**src/rtl/colgen_pkg.sv**
```systemverilog
// Shared constants and types for the burst column address generator.
// Assumes a 3-bit burst length code; fixed lengths are powers of two up to 8.
package colgen_pkg;
    localparam int          LEN_CODE_W    = 3;
    localparam logic [2:0]  LEN_CODE_PAGE = 3'd7;
    localparam int          MAX_FIXED_LOG = 3;

    typedef enum logic {
        BT_SEQ = 1'b0,
        BT_ILV = 1'b1
    } btype_e;
endpackage

```
**src/rtl/colgen_len_dec.sv**
```systemverilog
// Length decoder: turns a burst length code into a window mask over the
// column bits that change during the burst, plus a full-page flag.
// Assumes reserved codes act as a single beat (empty mask).
module colgen_len_dec #(
    parameter int COL_W  = 8,
    parameter int CODE_W = colgen_pkg::LEN_CODE_W
) (
    input  logic [CODE_W-1:0] code_i,
    output logic [COL_W-1:0]  mask_o,
    output logic              full_o
);
    logic [CODE_W-1:0] win_log;

    // Full-page code and the window width for fixed lengths.
    always_comb begin
        full_o  = (code_i == CODE_W'(colgen_pkg::LEN_CODE_PAGE));
        win_log = (int'(code_i) <= colgen_pkg::MAX_FIXED_LOG) ? code_i : '0;
    end

    // One mask bit per column bit: set when inside the burst window.
    for (genvar i = 0; i < COL_W; i++) begin : g_mask
        assign mask_o[i] = full_o | (int'(win_log) > i);
    end
endmodule

```
**src/rtl/colgen_addr.sv**
```systemverilog
// Address formatter: combinational column of beat k for a given base,
// window mask and order. Bits outside the mask are taken from the base.
module colgen_addr #(
    parameter int COL_W = 8
) (
    input  logic [COL_W-1:0] base_i,
    input  logic [COL_W-1:0] beat_i,
    input  logic [COL_W-1:0] mask_i,
    input  logic             ilv_i,
    output logic [COL_W-1:0] addr_o
);
    logic [COL_W-1:0] sum;

    // Interleave flips low bits by the beat index; sequential wraps a sum.
    always_comb begin
        sum = base_i + beat_i;
        if (ilv_i) addr_o = base_i ^ (beat_i & mask_i);
        else       addr_o = (base_i & ~mask_i) | (sum & mask_i);
    end
endmodule

```
**src/rtl/colgen_seq.sv**
```systemverilog
// Burst sequencer: holds the launched burst parameters and the beat index,
// and tracks whether beats remain. A launch always wins over stop.
module colgen_seq #(
    parameter int COL_W = 8
) (
    input  logic             clk,
    input  logic             rst_n,
    input  logic             launch_i,
    input  logic             stop_i,
    input  logic [COL_W-1:0] col_i,
    input  logic [COL_W-1:0] mask_i,
    input  logic             full_i,
    input  logic             ilv_i,
    output logic [COL_W-1:0] base_o,
    output logic [COL_W-1:0] beat_o,
    output logic [COL_W-1:0] mask_o,
    output logic             full_o,
    output logic             ilv_o,
    output logic             busy_o,
    output logic             stop_ok_o
);
    // Stop is taken only during a running full-page burst.
    assign stop_ok_o = stop_i & ~launch_i & busy_o & full_o;

    // Load on launch, else advance the beat index until the window ends.
    always_ff @(posedge clk) begin
        if (!rst_n) begin
            base_o <= '0;
            beat_o <= '0;
            mask_o <= '0;
            full_o <= 1'b0;
            ilv_o  <= 1'b0;
            busy_o <= 1'b0;
        end else if (launch_i) begin
            base_o <= col_i;
            beat_o <= COL_W'(1);
            mask_o <= mask_i;
            full_o <= full_i;
            ilv_o  <= ilv_i & ~full_i;
            busy_o <= (mask_i != '0);
        end else if (busy_o) begin
            if (stop_ok_o) begin
                busy_o <= 1'b0;
            end else begin
                beat_o <= beat_o + COL_W'(1);
                if (!full_o && beat_o == mask_o) busy_o <= 1'b0;
            end
        end
    end


    beat_in_window_chk: assert property (@(posedge clk) disable iff (!rst_n)
        (busy_o && !full_o) |-> (beat_o <= mask_o));
endmodule

```
**src/rtl/sdram_burst_colgen.sv**
```systemverilog
// Top of the burst column address generator. Selects live command fields
// in a launch cycle and held state otherwise, so the first column appears
// with the command. Assumes a launch is a single-cycle strobe per command.
module sdram_burst_colgen #(
    parameter int COL_W  = 8,
    parameter int CODE_W = colgen_pkg::LEN_CODE_W
) (
    input  logic              clk,
    input  logic              rst_n,
    input  logic              start_i,
    input  logic              restart_i,
    input  logic              stop_i,
    input  logic [COL_W-1:0]  col_i,
    input  logic [CODE_W-1:0] blen_i,
    input  logic              btype_i,
    output logic [COL_W-1:0]  col_o,
    output logic              valid_o,
    output logic              last_o,
    output logic              busy_o,
    output logic              stop_illegal_o
);
    import colgen_pkg::*;

    btype_e           bt;
    logic             launch;
    logic [COL_W-1:0] in_mask;
    logic             in_full;
    logic [COL_W-1:0] base_r, beat_r, mask_r;
    logic             full_r, ilv_r, busy_r, stop_ok;
    logic [COL_W-1:0] sel_base, sel_beat, sel_mask;
    logic             sel_ilv;
    logic [COL_W-1:0] addr;

    assign bt     = btype_e'(btype_i);
    assign launch = start_i | restart_i;

    colgen_len_dec #(.COL_W(COL_W), .CODE_W(CODE_W)) u_dec (
        .code_i (blen_i),
        .mask_o (in_mask),
        .full_o (in_full)
    );

    colgen_seq #(.COL_W(COL_W)) u_seq (
        .clk       (clk),
        .rst_n     (rst_n),
        .launch_i  (launch),
        .stop_i    (stop_i),
        .col_i     (col_i),
        .mask_i    (in_mask),
        .full_i    (in_full),
        .ilv_i     (bt == BT_ILV),
        .base_o    (base_r),
        .beat_o    (beat_r),
        .mask_o    (mask_r),
        .full_o    (full_r),
        .ilv_o     (ilv_r),
        .busy_o    (busy_r),
        .stop_ok_o (stop_ok)
    );

    // Beat 0 comes from the live inputs; later beats from held state.
    always_comb begin
        sel_base = launch ? col_i   : base_r;
        sel_beat = launch ? '0      : beat_r;
        sel_mask = launch ? in_mask : mask_r;
        sel_ilv  = launch ? ((bt == BT_ILV) & ~in_full) : ilv_r;
    end

    colgen_addr #(.COL_W(COL_W)) u_addr (
        .base_i (sel_base),
        .beat_i (sel_beat),
        .mask_i (sel_mask),
        .ilv_i  (sel_ilv),
        .addr_o (addr)
    );

    // Output flags and the gated column.
    always_comb begin
        valid_o        = launch | (busy_r & ~stop_ok);
        last_o         = launch ? (in_mask == '0)
                                : (busy_r & ~full_r & (beat_r == mask_r));
        busy_o         = busy_r;
        stop_illegal_o = stop_i & ~launch & ~(busy_r & full_r);
        col_o          = valid_o ? addr : '0;
    end


    high_bits_hold_chk: assert property (@(posedge clk) disable iff (!rst_n)
        (busy_r && !launch && !stop_ok) |-> ($countones((col_o ^ base_r) & ~mask_r) == 0));


    last_has_beat_chk: assert property (@(posedge clk) disable iff (!rst_n)
        last_o |-> valid_o);


    idle_after_last_chk: assert property (@(posedge clk) disable iff (!rst_n)
        last_o |=> !busy_o);


    stop_ends_page_chk: assert property (@(posedge clk) disable iff (!rst_n)
        (stop_i && busy_o && full_r && !launch) |=> !busy_o);


    page_step_chk: assert property (@(posedge clk) disable iff (!rst_n)
        (busy_o && full_r && !launch && !stop_i) |=>
        (start_i || restart_i || stop_i || (col_o == COL_W'($past(col_o) + 1'b1))));


    launch_reload_chk: assert property (@(posedge clk) disable iff (!rst_n)
        launch |=> (busy_o == $past(in_mask != '0)));
endmodule

```
**config.mk**
```make
export PLATFORM = sky130hd
export DESIGN_NAME = sdram_burst_colgen
export DESIGN_NICKNAME = d
export VERILOG_FILES = /design/src/rtl/colgen_pkg.sv /design/src/rtl/colgen_len_dec.sv /design/src/rtl/colgen_addr.sv /design/src/rtl/colgen_seq.sv /design/src/rtl/sdram_burst_colgen.sv
export SDC_FILE = /design/constraint.sdc
export NUM_CORES = 1
export LEC_CHECK = 0
export CAP_MARGIN = 30
export CORE_UTILIZATION = 40
export DETAILED_ROUTE_END_ITERATION = 16
export PLACE_DENSITY_LB_ADDON = 0.08
export SETUP_SLACK_MARGIN = 0.1
export SLEW_MARGIN = 20
export SYNTH_ARGS = -nofsm -noshare
export SYNTH_HDL_FRONTEND = slang
export SYNTH_SLANG_ARGS = --single-unit
```
**constraint.sdc**
```tcl
create_clock -name clk -period 4.75 [get_ports clk]
set_clock_uncertainty 0.15 [all_clocks]
set_input_delay 0.7125 -clock clk [delete_from_list [all_inputs] [get_ports clk]]
set_output_delay 0.7125 -clock clk [all_outputs]
set_load 0.01 [all_outputs]
```
==> flow_summary_export.csv <==
group,metric,value,unit
pwr,p_comb_share,29.4,%
routing,via_per_inst,5.273,
timing,setup_tns,0,ns
grt,track_usage,21.34,%
pwr,ir_drop,0.1348,mV
routing,top_layer_used,"met4",
finish,insertedDiodeCount,0,
routing,ant_nets,0,
timing,rsz0062_at_grt,"false",
finish,multi_input_area,1404,µm²
hold_path,hp-class,"reg2reg",
timing,final_max_slew_viol_count,0,
synth,synth_area,2014,µm²
flow_run,maxCapViolations,0,
critical_path,cp-start-kind,"input port",
pwr,fin_total_pwr,541.3,µW
critical_path,end_kind,"output port",
routing,wl_met1,2.661,mm
pwr,p_clk_share,25.3,%
die,core,4786,µm²
finish,drive_gt1_share,13.01,%
synth,synth_seq_area_share,26.83,%
cts,cts_tree,"done",
finish,layout_common_cells,"dfxtp_1, nand2_1, clkdlybuf4s50_1",
critical_path,crit_arrival,3.63,ns
cts,cts_sinks,27,
timing,fin_crit,4.488,ns
synth,synthArstFlopShare,0,%
synth,ys_seq_elements,27,
critical_path,path_cells,"clkdlybuf4s50_1 > nor2_2 > mux2i_1 > inv_1 > ha_1 > fa_1 > o21ai_0 > a31oi_1 > and3b_1 > o41ai_2 > a21oi_1 > dlygate4sd2_1",
grt,antenna_found_initial,0,
finish,fin_nets,318,
die,die_h,72.97,µm
die,die_w,72.97,µm
routing,drc,0,
grt,grt_max_degree,22,
outcome,status,"finished, final reports clean",
critical_path,crit_fanout,5,
die,io_pins,29,
timing,finalSetupViolCount,0,
timing,fmax,222.8,MHz
die,die-area,5324,µm²
cts,h-tree-depth,1,
critical_path,cpLargestDelayFamily,"buffers and inverters",
pwr,p_leak,0.001022,µW
synth,syn_avg_cell_area,8.058,µm²
timing,worst_pin_slew,0.6949,ns
grt,grt_pass1_vias,1756,
grt,gr-total-overflow,0,
pwr,power_density,212.2,nW/µm²
critical_path,slowest_delay,0.47,ns
cts,clock_latency,0.28,ns
cts,cts.clk_slew.worst_paths,0.09,ns
synth,netlist_instances,250,
finish,fill_cells,469,
finish,mostFrequentLayoutCell,"dfxtp_1",
die,start_util,42.09,%
cts,cts_buffers,3,
pwr,switching_share,30.05,%
cts,cts_hold_buf,0,
timing,final_hold_viol_count,0,
routing,met2_length,2.401,mm
critical_path,crit_type,"in2out",
timing,finalCritPeriodShare,94.49,%
placed_design,dp_hpwl,4.028,mm
pwr,p_sw,162.7,µW
synth,yosysWarnings,0,
grt,grt_first_pass_wirelength,8.549,mm
synth,synth_nets,275,
pwr,p_seq_share,45.4,%
timing,relSlewSlack,53.53,%
placed_design,io_buffers,28,
synth,synth_edf_count,0,
routing,routed_wl,5.400,mm
finish,design_area,2551,µm²
placed_design,postPlaceCellArea,2459,µm²
finish,seq_area,540.5,µm²
cts,ctsLongestPathBuffers,2,
pwr,p_int,378.6,µW
routing,wl_met3,245,µm
finish,area_delta_synth_final,26.65,%
die,rows,25,
routing,vias,1893,
synth,synth.distinct_cells,56,
synth,synth_flop_cell,"dfxtp_1",
critical_path,worst_ep_required_time,3.89,ns
routing,avgRoutedWirePerCell,15.04,µm
critical_path,critPathSlowestCell,"fa_1",
critical_path,path_buf_inv,3,
placed_design,routabilityCongestion,0.8541,
routing,dr.pass1.iters,4,
routing,drt-initial-drc-count,95,
cts,clock_tree.root_cell,"clkbuf_8",
[worst register-to-register path, cell delays in order (launching register included)]
cell and delay (ns):
dfxtp_1 0.53, xnor2_1 0.18, nand3_1 0.09, nor4_1 0.39, nor3b_1 0.09, o21a_1 0.18
[kinds of logic after synthesis]
group                      Yosys count  synth area share (%)
muxes                                7                 3.540
buffers and inverters               21                 5.155
adders and majority gates            9                 5.838
xor gates and xnor gates            25                 10.87
and+or+nand+nor                     96                 25.53
AOI/OAI and AO/OA                   65                 22.24
DFF                                 27                 26.83
[state kept, by name, indices dropped and copies added (netlist names), named ones only]
name / count
u_seq.base_o: 7
u_seq.beat_o: 8
u_seq.busy_o: 1
u_seq.full_o: 1
u_seq.ilv_o: 1
u_seq.mask_o: 8
[per-layer routing]
layer	up-vias	track usage [%]
met5	-	0
met4	0	7.190
met3	9	2.762
met2	45	34.27
met1	868	29.51
li1	971	-
[what timing repair did]
action / CTS / global route
pin swaps: 1 / 0
setup endpoints to repair: 4 / 2
hold endpoints to repair: 0 / 0
resized for setup: 8 / 2
buffers inserted: 1 / 1
[power by group through the flow]
stage | registers [µW] | clock network, µW | logic (µW)
after detailed placement | 251 | 0 | 157
after floorplan | 247 | 0 | 90.8
final | 246 | 137 | 159
after global routing | 247 | 151 | 174
after CTS | 245 | 140 | 159
after global placement | 251 | 0 | 157
[through the flow]
step,hold WS (ns),utilization (%),std cells,setup WS (ns)
2_1_floorplan,0.3424,-,250,0.6372
3_3_place_gp,0.3649,51.37,353,-0.04056
3_5_place_dp,0.3695,51.37,353,-0.003230
4_1_cts,0.3832,53.02,358,0.1309
5_1_grt,0.4379,53.31,359,0.1084
6_report,0.3817,53.31,359,0.2616
[Yosys cell counts, drive strengths merged (2+ instances only)]
cell type	instances	share of area, %
a221oi	2	0.87
nand2b	3	0.93
o2111a	2	1.1
xnor2	13	5.7
nor3b	2	0.75
a31oi	4	1.2
inv	9	1.7
nor2b	12	3.7
nor3	3	0.75
dfxtp	27	27
nand4	2	0.62
o21ai	9	2.2
nand2	24	4.5
mux2i	6	3.0
o211ai	2	0.75
o21a	5	1.9
ha	7	4.3
clkbuf	7	1.3
and2	11	3.4
nand3	8	2.0
and3	2	0.62
xor2	12	5.2
nor4	2	0.62
buf	5	2.2
a31o	2	0.87
a21boi	3	1.1
nor2	17	3.3
a21oi	21	5.4
a21o	4	1.5
[area by class of cell]
class,instances,area share [%]
inverters,9,1.324
well taps,67,3.286
repair buffers,50,17.41
clock buffers,4,1.766
multi-input cells,202,55.03
flip-flops and latches,27,21.19
[worst paths after layout]
check                  startpoint         endpoint  slack [ns]  depth (start not counted)
setup / recovery        restart_i         col_o[6]        0.26                         12
hold / removal    u_seq.base_o[7]  u_seq.base_o[7]        0.38                          2
setup reg to reg  u_seq.beat_o[0]     u_seq.busy_o        3.04                          5
hold reg to reg   u_seq.base_o[7]  u_seq.base_o[7]        0.38                          2
Note: power is estimated with default switching activity, not from simulation.
